$ cat src/rtl/seg_xlate_pkg.sv
package seg_xlate_pkg;

   // Result code of a translation.
   typedef enum logic [1:0] {
      XL_OK     = 2'd0,
      XL_LIMIT  = 2'd1,
      XL_ABSENT = 2'd2
   } xl_code_e;

   localparam logic [1:0] PRIV_KERNEL = 2'd0;
   localparam logic [1:0] PRIV_USER   = 2'd3;

endpackage

$ cat src/rtl/seg_desc_table.sv
module seg_desc_table #(
   parameter int IDX_W  = 3,
   parameter int BASE_W = 32,
   parameter int LIM_W  = 20
) (
   input  logic              clk,
   input  logic              rst_n,
   input  logic              wr_en,
   input  logic [IDX_W-1:0]  wr_idx,
   input  logic [BASE_W-1:0] wr_base,
   input  logic [LIM_W-1:0]  wr_limit,
   input  logic              wr_valid,
   input  logic [IDX_W-1:0]  rd_idx,
   output logic [BASE_W-1:0] rd_base,
   output logic [LIM_W-1:0]  rd_limit,
   output logic              rd_valid
);
   localparam int ENTRIES = 1 << IDX_W;

   logic [BASE_W-1:0] base_q  [ENTRIES];
   logic [LIM_W-1:0]  limit_q [ENTRIES];
   logic [ENTRIES-1:0] valid_q;

   for (genvar e = 0; e < ENTRIES; e++) begin : g_entry
      logic hit;
      assign hit = wr_en && (wr_idx == IDX_W'(e));
      always_ff @(posedge clk or negedge rst_n) begin
         if (!rst_n) begin
            base_q[e]  <= '0;
            limit_q[e] <= '0;
            valid_q[e] <= 1'b0;
         end else if (hit) begin
            base_q[e]  <= wr_base;
            limit_q[e] <= wr_limit;
            valid_q[e] <= wr_valid;
         end
      end
   end

   assign rd_base  = base_q[rd_idx];
   assign rd_limit = limit_q[rd_idx];
   assign rd_valid = valid_q[rd_idx];

endmodule

$ cat src/rtl/seg_priv_ctrl.sv
module seg_priv_ctrl
   import seg_xlate_pkg::*;
(
   input  logic       clk,
   input  logic       rst_n,
   input  logic       priv_wr_en,
   input  logic       priv_wr_user,
   input  logic       tbl_wr_en,
   output logic       kernel,
   output logic [1:0] cur_priv,
   output logic       prot_fault
);
   logic [1:0] priv_q;
   logic       fault_q;

   assign kernel = (priv_q == PRIV_KERNEL);

   always_ff @(posedge clk or negedge rst_n) begin
      if (!rst_n) begin
         priv_q  <= PRIV_KERNEL;
         fault_q <= 1'b0;
      end else begin
         if (priv_wr_en && kernel)
            priv_q <= priv_wr_user ? PRIV_USER : PRIV_KERNEL;
         fault_q <= !kernel && (priv_wr_en || tbl_wr_en);
      end
   end

   assign cur_priv   = priv_q;
   assign prot_fault = fault_q;

endmodule

$ cat src/rtl/seg_addr_path.sv
module seg_addr_path
   import seg_xlate_pkg::*;
#(
   parameter int  SEG_W     = 16,
   parameter int  ADDR_W    = 32,
   parameter int  LIM_W     = 20,
   parameter int  SHIFT     = 4,
   parameter int  REAL_W    = 20,
   parameter bit  REAL_WRAP = 1'b1
) (
   input  logic              prot_en,
   input  logic [SEG_W-1:0]  seg,
   input  logic [ADDR_W-1:0] off,
   input  logic [ADDR_W-1:0] base,
   input  logic [LIM_W-1:0]  limit,
   input  logic              entry_ok,
   output logic [ADDR_W-1:0] addr,
   output xl_code_e          code
);
   localparam logic [ADDR_W-1:0] REAL_MASK = (ADDR_W'(1) << REAL_W) - ADDR_W'(1);

   logic [ADDR_W-1:0] real_sum, real_addr, prot_sum, lim_ext;

   assign real_sum = (ADDR_W'(seg) << SHIFT) + off;
   assign prot_sum = base + off;
   assign lim_ext  = {{(ADDR_W-LIM_W){1'b0}}, limit};

   if (REAL_WRAP) begin : g_wrap
      assign real_addr = real_sum & REAL_MASK;
   end else begin : g_full
      assign real_addr = real_sum;
   end

   always_comb begin
      addr = '0;
      code = XL_OK;
      if (!prot_en) begin
         addr = real_addr;
      end else if (!entry_ok) begin
         code = XL_ABSENT;
      end else if (off >= lim_ext) begin
         code = XL_LIMIT;
      end else begin
         addr = prot_sum;
      end
   end

endmodule

$ cat src/rtl/seg_xlate.sv
module seg_xlate
   import seg_xlate_pkg::*;
#(
   parameter int IDX_W     = 3,
   parameter int SEG_W     = 16,
   parameter int ADDR_W    = 32,
   parameter int LIM_W     = 20,
   parameter int SHIFT     = 4,
   parameter int REAL_W    = 20,
   parameter bit REAL_WRAP = 1'b1
) (
   input  logic              clk,
   input  logic              rst_n,
   input  logic              prot_en,
   input  logic              priv_wr_en,
   input  logic              priv_wr_user,
   input  logic              tbl_wr_en,
   input  logic [IDX_W-1:0]  tbl_wr_idx,
   input  logic [ADDR_W-1:0] tbl_wr_base,
   input  logic [LIM_W-1:0]  tbl_wr_limit,
   input  logic              tbl_wr_valid,
   input  logic              req_valid,
   input  logic [SEG_W-1:0]  req_seg,
   input  logic [ADDR_W-1:0] req_off,
   output logic              rsp_valid,
   output logic [ADDR_W-1:0] rsp_addr,
   output logic [1:0]        rsp_code,
   output logic              prot_fault,
   output logic [1:0]        cur_priv
);
   if (IDX_W < 1 || IDX_W > SEG_W) begin : g_bad_idx
      $error("seg_xlate: IDX_W must lie in 1..SEG_W");
   end
   if (SEG_W + SHIFT > ADDR_W) begin : g_bad_seg
      $error("seg_xlate: shifted segment exceeds address width");
   end
   if (LIM_W >= ADDR_W) begin : g_bad_lim
      $error("seg_xlate: limit must be narrower than address");
   end
   if (REAL_W > ADDR_W) begin : g_bad_real
      $error("seg_xlate: unprotected width exceeds address width");
   end

   logic              kernel;
   logic [ADDR_W-1:0] ent_base;
   logic [LIM_W-1:0]  ent_limit;
   logic              ent_valid;
   logic [ADDR_W-1:0] path_addr;
   xl_code_e          path_code;

   seg_priv_ctrl u_priv (
      .clk          (clk),
      .rst_n        (rst_n),
      .priv_wr_en   (priv_wr_en),
      .priv_wr_user (priv_wr_user),
      .tbl_wr_en    (tbl_wr_en),
      .kernel       (kernel),
      .cur_priv     (cur_priv),
      .prot_fault   (prot_fault)
   );

   seg_desc_table #(
      .IDX_W  (IDX_W),
      .BASE_W (ADDR_W),
      .LIM_W  (LIM_W)
   ) u_table (
      .clk      (clk),
      .rst_n    (rst_n),
      .wr_en    (tbl_wr_en && kernel),
      .wr_idx   (tbl_wr_idx),
      .wr_base  (tbl_wr_base),
      .wr_limit (tbl_wr_limit),
      .wr_valid (tbl_wr_valid),
      .rd_idx   (req_seg[IDX_W-1:0]),
      .rd_base  (ent_base),
      .rd_limit (ent_limit),
      .rd_valid (ent_valid)
   );

   seg_addr_path #(
      .SEG_W     (SEG_W),
      .ADDR_W    (ADDR_W),
      .LIM_W     (LIM_W),
      .SHIFT     (SHIFT),
      .REAL_W    (REAL_W),
      .REAL_WRAP (REAL_WRAP)
   ) u_path (
      .prot_en  (prot_en),
      .seg      (req_seg),
      .off      (req_off),
      .base     (ent_base),
      .limit    (ent_limit),
      .entry_ok (ent_valid),
      .addr     (path_addr),
      .code     (path_code)
   );

   always_ff @(posedge clk or negedge rst_n) begin
      if (!rst_n) begin
         rsp_valid <= 1'b0;
         rsp_addr  <= '0;
         rsp_code  <= XL_OK;
      end else begin
         rsp_valid <= req_valid;
         if (req_valid) begin
            rsp_addr <= path_addr;
            rsp_code <= path_code;
         end
      end
   end

endmodule

$ cat config.mk
export PLATFORM = sky130hd
export DESIGN_NAME = seg_xlate
export DESIGN_NICKNAME = d
export VERILOG_FILES = /design/src/rtl/seg_xlate_pkg.sv /design/src/rtl/seg_desc_table.sv /design/src/rtl/seg_priv_ctrl.sv /design/src/rtl/seg_addr_path.sv /design/src/rtl/seg_xlate.sv
export SDC_FILE = /design/constraint.sdc
export NUM_CORES = 1
export LEC_CHECK = 0
export CORE_ASPECT_RATIO = 1.25
export CORE_UTILIZATION = 36
export DETAILED_ROUTE_END_ITERATION = 8
export GPL_ROUTABILITY_DRIVEN = 0
export GPL_TIMING_DRIVEN = 0
export SKIP_CTS_REPAIR_TIMING = 1
export SYNTH_ARGS = -nofsm -noshare
export SYNTH_HDL_FRONTEND = slang
export SYNTH_SLANG_ARGS = --single-unit
export TNS_END_PERCENT = 1
$ cat constraint.sdc
create_clock -name clk -period 7.1 [get_ports clk]
set_input_delay 1.42 -clock clk [delete_from_list [all_inputs] [get_ports clk]]
set_output_delay 1.42 -clock clk [all_outputs]
set_load 0.1 [all_outputs]
Word level (Yosys, flattened, before mapping)
Index checks and enable logic that the tools add are counted.
{"block": "totals", "register_bits": 462, "input_bits": 111, "output_inout_bits": 38, "elab_cells": 72}
{"block": "classes", "addsub": 2, "magnitude_cmp": 3, "n_eq_ne": 7, "n_mux": 15, "n_bitwise": 1, "reduce_logical": 15}
{"operator": "two-way mux 32 bit", "n": 5}
{"operator": "binary-select mux 32 bit (select 3 bit)", "n": 1}
{"operator": "binary-select mux 20 bit (select 3 bit)", "n": 1}
{"operator": "two-way mux 20 bit", "n": 2}
{"operator": "adder 32 bit", "n": 1}
{"operator": ">= comparator 32 x 20 -> 1 bit", "n": 1}
{"operator": "adder 20 bit", "n": 1}
{"operator": "== test 3 bit (second input constant)", "n": 4}
{"operator": "logical AND 1 bit", "n": 11}
{"operator": "== test 3 x 2 -> 1 bit (second input constant)", "n": 2}
{"operator": "two-way mux 2 bit", "n": 3}
{"operator": ">= comparator 4 bit (second input constant)", "n": 1}
{"operator": "< comparator 3 x 4 -> 1 bit (second input constant)", "n": 1}
{"operator": "inverter 3 -> 4 bit", "n": 1}
{"operator": "binary-select mux 1 bit (select 3 bit)", "n": 1}
{"operator": "== test 3 x 1 -> 1 bit (second input constant)", "n": 1}
{"operator": "logical NOT 3 bit", "n": 1}
{"operator": "logical NOT 2 bit", "n": 1}
{"operator": "two-way mux 1 bit", "n": 2}
{"operator": "logical NOT 1 bit", "n": 1}
{"operator": "logical OR 1 bit", "n": 1}

Longest topological paths before layout
Gate-level depths: netlist (run 1).
{"block": "depth", "depth_word": 8, "depth_mapped": 16, "ltp_nobuf": 13}

Cells and area by module
From an unflattened synthesis (run 1), not the netlist that was laid out.
{"block": "hier_totals", "cells_unflattened": 1653, "hier_area_um2": 23736.5}
{"mod": "seg_desc_table", "instances": 1, "cells_per_inst": 1092, "area_each_um2": 18961.9, "seq_area_each_um2": 10610.2}
{"mod": "seg_addr_path", "instances": 1, "cells_per_inst": 481, "area_each_um2": 3249.4, "seq_area_each_um2": 0.0}
{"mod": "seg_xlate", "instances": 1, "cells_per_inst": 74, "area_each_um2": 1448.9, "seq_area_each_um2": 875.8}
{"mod": "seg_priv_ctrl", "instances": 1, "cells_per_inst": 6, "area_each_um2": 76.3, "seq_area_each_um2": 50.0}

Least setup slack after synthesis (run 1)
Ideal clock, no wire load.
{"block": "synth_path", "path_kind": "input to register", "start": "in req_seg[0]", "end": "reg rsp_addr[18]", "t_arrival_ns": 5.234, "required_ns": 7.026, "setup_slack_ns": 1.792, "path_stages": 15, "path_buffers": 4, "cell_sequence": "buf_2 > buf_1 > buf_1 > mux4_2 > mux2i_1 > ha_1 > a211oi_1 > nand4_1 > nor4_2 > o311ai_1 > o32a_1 > or2_1 > buf_6 > o311a_1 > a21oi_2"}
{"block": "synth_between", "elab_chain_cells": 8, "elab_cells_between_ends": 15}
{"item": "start: declaration", "line": "seg_xlate.sv:23", "rtl": "input logic [SEG_W-1:0] req_seg,"}
{"item": "inverter 3 -> 4 bit (not written as such)", "line": "seg_desc_table.sv:40, seg_desc_table.sv:41"}
{"item": "binary-select mux 32 bit (select 3 bit) or binary-select mux 20 bit (select 3 bit) (tied branches)", "line": "seg_desc_table.sv:40, seg_desc_table.sv:41"}
{"item": "two-way mux 32 bit (not written as such) or two-way mux 20 bit (tied branches) (2 in a row)", "line": "seg_desc_table.sv:40, seg_desc_table.sv:41"}
{"item": "adder 32 bit or >= comparator 32 x 20 -> 1 bit (tied branches)", "line": "seg_addr_path.sv:25, seg_addr_path.sv:41"}
{"item": "two-way mux 32 bit", "line": "seg_addr_path.sv:41", "rtl": "end else if (off >= lim_ext) begin"}
{"item": "two-way mux 32 bit", "line": "seg_addr_path.sv:39", "rtl": "end else if (!entry_ok) begin"}
{"item": "two-way mux 32 bit *", "line": "seg_addr_path.sv:37", "rtl": "if (!prot_en) begin"}
{"item": "end signal: assignment", "line": "seg_xlate.sv:106", "rtl": "rsp_addr <= path_addr;"}
{"item": "end: declaration", "line": "seg_xlate.sv:26", "rtl": "output logic [ADDR_W-1:0] rsp_addr,"}
Every way passes the cells marked *; elsewhere a longest branch is shown, timed or not. The select of a mux whose other input is x is not followed.
A chain may end at the register's enable or synchronous reset.

Final worst setup path (run 1)
{"block": "layout_path", "start": "in req_seg[1]", "end": "reg rsp_addr[28]"}
{"block": "layout_between", "elab_chain_cells": 8, "elab_cells_between_ends": 14}
{"item": "inverter 3 -> 4 bit (not written as such)", "line": "seg_desc_table.sv:40, seg_desc_table.sv:41"}
{"item": "binary-select mux 32 bit (select 3 bit) or binary-select mux 20 bit (select 3 bit) (tied branches)", "line": "seg_desc_table.sv:40, seg_desc_table.sv:41"}
{"item": "two-way mux 32 bit (not written as such) or two-way mux 20 bit (tied branches) (2 in a row)", "line": "seg_desc_table.sv:40, seg_desc_table.sv:41"}
{"item": "adder 32 bit or >= comparator 32 x 20 -> 1 bit (tied branches)", "line": "seg_addr_path.sv:25, seg_addr_path.sv:41"}
{"item": "two-way mux 32 bit", "line": "seg_addr_path.sv:41"}
{"item": "two-way mux 32 bit *", "line": "seg_addr_path.sv:39"}
{"item": "two-way mux 32 bit *", "line": "seg_addr_path.sv:37"}
Marks and branches as above.

==> results of run 1 <==
[layout make-up]
| cell class | instances | area [µm²] | share of cell area |
|---|---|---|---|
| Buffer | 84 | 350 | 0.0129 |
| Clock buffer | 74 | 1470 | 0.0539 |
| Clock inverter | 12 | 243 | 0.00891 |
| Inverter | 26 | 97.6 | 0.00358 |
| Multi-Input combinational cell | 1019 | 10900 | 0.401 |
| Sequential cell | 461 | 11500 | 0.423 |
| Tap cell | 840 | 1050 | 0.0386 |
| Timing Repair Buffer | 151 | 1590 | 0.0582 |
[worst min-delay path, cell delays in order, from the launching register on]
cell     delay (ns)
dfrtp_1        0.35
nand2_1        0.06
o31ai_1        0.05
[cell families after synthesis]
logic type,after synthesis,synth area share
compound gates,184,0.0553
xor+xnor,32,0.0122
fa+ha+maj,68,0.0378
buf+inv,111,0.0195
flops,461,0.504
mux,586,0.339
simple gates,149,0.0326
[power breakdown]
group	internal (mW)	switching [mW]	total, mW
registers	2.83	0.109	2.94
clock network	1.67	1.05	2.73
logic	0.485	0.571	1.06
[metal layers]
layer  vias to the layer above  GRT usage  wire length [µm]
li1                       6416          -                 -
met1                      7624      0.271             27100
met2                       416      0.318             29800
met3                       120     0.0413              3650
met4                        10     0.0720              2330
met5                         -          0                59
[registers in the layout, summed over array words and instances, names as in the netlist]
register / count
u_table.base_q: 256
u_table.limit_q: 160
rsp_addr: 32
u_table.valid_q: 8
rsp_code: 2
rsp_valid: 1
u_priv.cur_priv: 1
u_priv.prot_fault: 1
[metrics by stage]
stage	power, mW	cells	util	hold slack, ns
after floorplan	3.65	1591	-	0.474
after global placement	4.01	2578	0.403	0.473
after detailed placement	4.05	2582	0.405	0.480
after CTS	6.80	2668	0.432	0.495
after global routing	7.01	2667	0.433	0.504
final	6.72	2667	0.433	0.494
[synthesized netlist by cell type (3+ instances only)]
master and count:
dfrtp_1 461, mux2_2 457, mux4_2 106, ha_1 66
clkbuf_1 59, a21oi_1 52, nor2_1 47, nand2_1 33
inv_1 26, mux2i_1 23, xnor2_1 22, o21ai_0 20
a21o_1 17, buf_1 16, o21a_1 13, nand3_1 11
xor2_1 10, o21bai_1 9, a22oi_1 8, nand4_1 8
and3_1 7, buf_2 7, a221oi_1 6, o2bb2ai_1 6
and2_1 5, nand3b_1 5, nor2b_1 5, nor3_1 5
nor3b_1 5, o211ai_1 5, a211oi_1 4, a31oi_1 4
a32oi_1 4, nand2b_1 4, o221ai_1 4, o31ai_1 4
a2111oi_0 3, and4_1 3
[how the worst min path moves through the flow]
stage,endpoint,slack [ns],depth (start not counted)
finish,rsp_addr[23],0.49,2
global route,rsp_addr[23],0.50,2
CTS,rsp_addr[27],0.49,1
detailed placement,rsp_addr[27],0.48,1
global placement,rsp_addr[23],0.47,2
floorplan,u_table.base_q[191],0.47,1
==> results.py, run 1 <==
metrics = {
    "outcome": {
        "status": "finished, final reports clean",
    },
    "sta": {
        "rsz0062_at_grt": "false",
        "setup-violations-final": 0,
        "timing.slew.headroom": 0.222,
        "fmax_ghz": 0.148,
        "min_period_ns": 6.77,
        "worst_pin_slew_ns": 1.17,
        "clock_skew_ns": 0.0151,
        "final_hold_viol_count": 0,
        "fin_tns_setup_ns": 0,
        "setup_ws_ns": 0.332,
        "period_share": 0.953,
        "maxSlewViolCount": 0,
    },
    "clock_tree": {
        "cts_tree": "built",
        "cts_sinks": 461,
        "root_buffer": "clkbuf_16",
        "clk_pin_slew_ns": 0.06,
        "clk_path_buf_depth": 3,
        "worstSkewPairLatency_ns": 0.59,
        "htreeDepth": 2,
        "numCtsBuffers": 49,
    },
    "grt": {
        "grt_max_degree": 121,
        "grt_pass1_wl_um": 96400,
        "grt_pass1_vias": 15316,
        "grt.total_usage": 0.201,
        "antenna_found_initial": 5,
        "grt-ovfl-total": 0,
    },
    "layout": {
        "fill_cells": 5718,
        "finalInstanceArea_um2": 27300,
        "diodes": 0,
        "final_common_cell": "dfrtp_1",
        "drive_gt1_frac": 0.366,
        "final_cell_mix": "dfrtp_1, mux2_2, clkdlybuf4s50_1",
        "fin_nets": 1971,
        "area_delta_synth_final_pct": 19.0,
    },
    "setup_path": {
        "startpoint": "req_seg[1]",
        "path_cells": "clkdlybuf4s50_1 > clkbuf_1 > buf_1 > clkbuf_2 > mux4_2 > mux2i_1 > ha_1 > a211oi_1 > nand4_1 > nor4_2 > o311ai_1 > o32a_1 > nor2_2 > nand2_1 > o32ai_1",
        "critPathBufInv": 4,
        "reg2reg_depth": 11,
        "crit_arrival_ns": 7.25,
        "ff2ff_setup_slack_ns": 2.85,
        "r2r-end": "rsp_addr[28]",
        "start_kind": "input pin",
        "r2r-start": "u_table.limit_q[19]",
        "cp_num_cells": 15,
        "worstPathMaxFanout": 10,
        "cpPeakStageDelay_ns": 0.63,
        "endpoint": "rsp_addr[28]",
        "crit_family": "buffers and inverters",
        "cp-end-kind": "flop",
        "slowest_stage": "clkdlybuf4s50_1",
        "required_ns": 7.59,
        "critical_path_class": "in -> reg",
    },
    "route": {
        "dr.pass1.iters": 5,
        "drt-initial-drc-count": 1056,
        "via_per_inst": 5.47,
        "dr_total_vias": 14586,
        "drt_wl_total_um": 62900,
        "remaining_drc_errors": 0,
        "antenna_left": 0,
        "avgRoutedWirePerCell_um": 23.6,
    },
    "synth": {
        "synth_area_per_cell_um2": 14.4,
        "synthCells": 1591,
        "synthesis.nets": 1770,
        "synth_area_um2": 22900,
        "yosysTopAreaCellShare": 0.504,
        "synth_top_area_cell": "dfrtp_1",
        "ys_seq_area_frac": 0.504,
        "ys_seq_elements": 461,
        "async_flop_share": 1.00,
        "yosys_warnings": 0,
        "synth_edf_count": 0,
        "synth_cell_types": 71,
        "synth_ff_type": "dfrtp_1",
        "ys_top_cells_by_area": "dfrtp_1, mux2_2, mux4_2",
    },
    "floorplan": {
        "fp.dieW_um": 228,
        "initial_core_util": 0.363,
        "rows": 103,
        "die-area_um2": 64600,
        "ios": 149,
        "core_area_um2": 63000,
        "fp.dieH_um": 284,
    },
    "power_and_ir_drop": {
        "p_leak_nw": 12.5,
        "power_density_nw_per_um2": 247,
        "ir_drop_mv": 0.149,
    },
    "placement": {
        "place_ws_ns": -0.752,
        "dpl-instance-area_um2": 25500,
        "numPortBuffers": 147,
        "dp.final_hpwl_um": 44600,
    },
    "worst_hold_path": {
        "hp-class": "reg -> reg",
        "min_from": "rsp_addr[23]",
    },
    "job": {
        "drv_cap": 0,
    },
}
(Power assumes the default switching activity.)
==> run 2, diff against run 1 <==
DONT_BUFFER_PORTS = 1   (was not set)
SLEW_MARGIN = 20   (was not set)
==> run 2 against run 1 <==
  * Clock-buffer cell count rose by 1
  * Global-route usage fell by 0.35 points
  * First-iteration DRC count fell by 1.6%
  * Non-clock buffer count fell by 148
  * Critical path depth fell by 1
  * Via count fell by 4.6%
  * Sequential power rose by 4%
  * Cell count fell by 5.4%
  * Routed wire length fell by 0.88%
  * Power fell by 3.1%
  * Maximum frequency rose by 5.4%
  * Critical endpoint unchanged
  * Largest power group unchanged
==> results.py, run 2 (same netlist as run 1, synthesis figures left out) <==
metrics = {
    "clock_tree": {
        "numCtsBuffers": 48,
        "clk_path_buf_depth": 3,
        "root_buffer": "clkbuf_16",
        "cts_tree": "built",
        "htreeDepth": 2,
        "cts_sinks": 461,
        "worstSkewPairLatency_ns": 0.60,
        "clk_pin_slew_ns": 0.06,
    },
    "layout": {
        "finalInstanceArea_um2": 25700,
        "regMostFlops": "u_table.base_q",
        "fill_cells": 5765,
        "fin_nets": 1822,
        "area_delta_synth_final_pct": 12.2,
        "final_cell_mix": "dfrtp_1, mux2_2, mux4_2",
        "final_common_cell": "dfrtp_1",
        "diodes": 0,
        "drive_gt1_frac": 0.397,
        "largest_registers": "u_table.base_q: 256 flops, u_table.limit_q: 160 flops, rsp_addr: 32 flops",
        "largest_register_ffs": 256,
    },
    "power_and_ir_drop": {
        "p_int_mw": 4.83,
        "combPwrFrac": 0.120,
        "switching_power_mw": 1.68,
        "pwr-share-clk": 0.411,
        "power_density_nw_per_um2": 254,
        "ir_drop_mv": 0.152,
        "switching_share": 0.258,
        "power_frac_seq": 0.470,
        "p_leak_nw": 11.9,
    },
    "sta": {
        "worst_pin_slew_ns": 1.19,
        "period_share": 0.905,
        "rsz0062_at_grt": "false",
        "fmax_ghz": 0.156,
        "final_hold_viol_count": 0,
        "fin_tns_setup_ns": 0,
        "setup-violations-final": 0,
        "min_period_ns": 6.42,
        "maxSlewViolCount": 0,
        "timing.slew.headroom": 0.204,
        "clock_skew_ns": 0.0297,
    },
    "worst_hold_path": {
        "hp-class": "reg -> reg",
        "min_from": "u_table.limit_q[106]",
        "hold_path_depth": 1,
        "hold_end": "u_table.limit_q[106]",
    },
    "setup_path": {
        "cpPeakStageDelay_ns": 0.68,
        "slowest_stage": "buf_1",
        "path_cells": "clkbuf_1 > buf_1 > buf_1 > mux4_2 > mux2i_1 > ha_1 > a211oi_1 > nand4_1 > nor4_2 > o311ai_1 > o32a_1 > nor2_2 > nand2_1 > o32ai_1",
        "worstPathMaxFanout": 10,
        "required_ns": 7.56,
        "r2r-end": "rsp_addr[28]",
        "crit_family": "buffers and inverters",
        "crit_path_frequent_cell": "buf_1",
        "cp-end-kind": "flop",
        "r2r-start": "u_table.limit_q[19]",
        "crit_arrival_ns": 6.89,
        "ff2ff_setup_slack_ns": 2.84,
        "start_kind": "input pin",
        "critical_path_class": "in -> reg",
        "critPathBufInv": 3,
        "reg2reg_depth": 11,
    },
    "floorplan": {
        "core_area_um2": 63000,
        "die-area_um2": 64600,
        "rows": 103,
        "ios": 149,
        "initial_core_util": 0.363,
        "fp.dieH_um": 284,
        "fp.dieW_um": 228,
    },
    "placement": {
        "numPortBuffers": 0,
        "dpl-instance-area_um2": 24000,
        "dp.final_hpwl_um": 44100,
    },
    "route": {
        "drt_wl_total_um": 62400,
        "remaining_drc_errors": 0,
        "avgRoutedWirePerCell_um": 24.7,
        "via_per_inst": 5.52,
        "dr.pass1.iters": 5,
        "antenna_left": 0,
        "drt-initial-drc-count": 1039,
        "dr_total_vias": 13919,
    },
    "job": {
        "drv_cap": 0,
    },
    "outcome": {
        "status": "finished, final reports clean",
    },
    "grt": {
        "antenna_found_initial": 5,
        "grt_pass1_wl_um": 94200,
        "grt-ovfl-total": 0,
        "grt_max_degree": 462,
        "grt_pass1_vias": 14639,
        "grt.total_usage": 0.197,
    },
}
-- run 2: cell count changes in the layout (fill, tap and decap cells not counted), moves of 2 or more --
cell	delta
buf_1	+2
buf_16	-2
bufinv_16	-3
clkbuf_2	-3
clkdlybuf4s50_1	-146
clkinv_2	+6
inv_6	-2
-- run 2: power groups by stage --
stage	registers (mW)	clock network [mW]	logic (mW)
after floorplan	3.06	0	0.587
after global placement	3.09	0	0.713
after detailed placement	3.11	0	0.730
after CTS	3.06	2.74	0.734
after global routing	3.09	2.84	0.855
final	3.06	2.68	0.779
-- run 2: final cells by class --
cell class | count | area, µm² | share of cell area
sequential | 461 | 11500 | 0.449
multi-input combinational | 1019 | 10900 | 0.425
clock buffer | 75 | 1510 | 0.0586
tap | 840 | 1050 | 0.0409
buffer | 85 | 352 | 0.0137
clock inverter | 15 | 189 | 0.00735
inverter | 26 | 97.6 | 0.00380
timing repair buffer | 2 | 55.1 | 0.00214
-- run 2: metal layers --
layer | global-route usage | share of wire
met1 | 0.247 | 0.41
met2 | 0.318 | 0.48
met3 | 0.0688 | 0.084
met4 | 0.0614 | 0.029
met5 | 0 | 0.0012
-- run 2: how the worst max path moves through the flow --
stage               slack [ns]            to       start  cells past startpoint
global route              0.28  rsp_addr[28]  req_seg[0]                     14
CTS                       0.70  rsp_addr[28]  req_seg[0]                     14
floorplan                 1.79  rsp_addr[18]  req_seg[0]                     15
detailed placement        0.08  rsp_addr[28]  req_seg[0]                     14
global placement          0.19  rsp_addr[28]  req_seg[0]                     14
finish                    0.68  rsp_addr[28]  req_seg[1]                     14
-- run 2: worst register-to-register path: cells and delay by family, from the launching register on --
family                   cells  cell delay [ns]
AND/OR/NAND/NOR              4             1.36
AO/OA/AOI/OAI                4             1.21
multiplexers                 2             0.85
flip-flops                   1             0.38
adder cells (fa/ha/maj)      1             0.33
-- run 2: stage by stage --
stage                     utilization  hold slack [ns]  setup WS, ns  cells  power [mW]
after floorplan                     -            0.474          1.79   1591        3.65
after global placement          0.380            0.481         0.186   2431        3.80
after detailed placement        0.380            0.487        0.0802   2431        3.84
after CTS                       0.407            0.500         0.695   2521        6.53
after global routing            0.408            0.506         0.278   2523        6.78
final                           0.408            0.497         0.677   2523        6.52
==> run 3, diff against run 2 <==
clock period = 8.05 ns   (was 7.1 ns; I/O delays follow)
==> results of run 3 <==
The final DEF is identical to that of run 2. Status: finished, final reports clean.
Among the figures that moved: setup slack after placement 0.0802 ns -> 0.840 ns; setup slack after layout 0.677 ns -> 1.44 ns; register-to-register setup slack 2.84 ns -> 3.79 ns; total power 6.52 mW -> 5.75 mW; worst IR drop on VDD 0.152 mV -> 0.134 mV
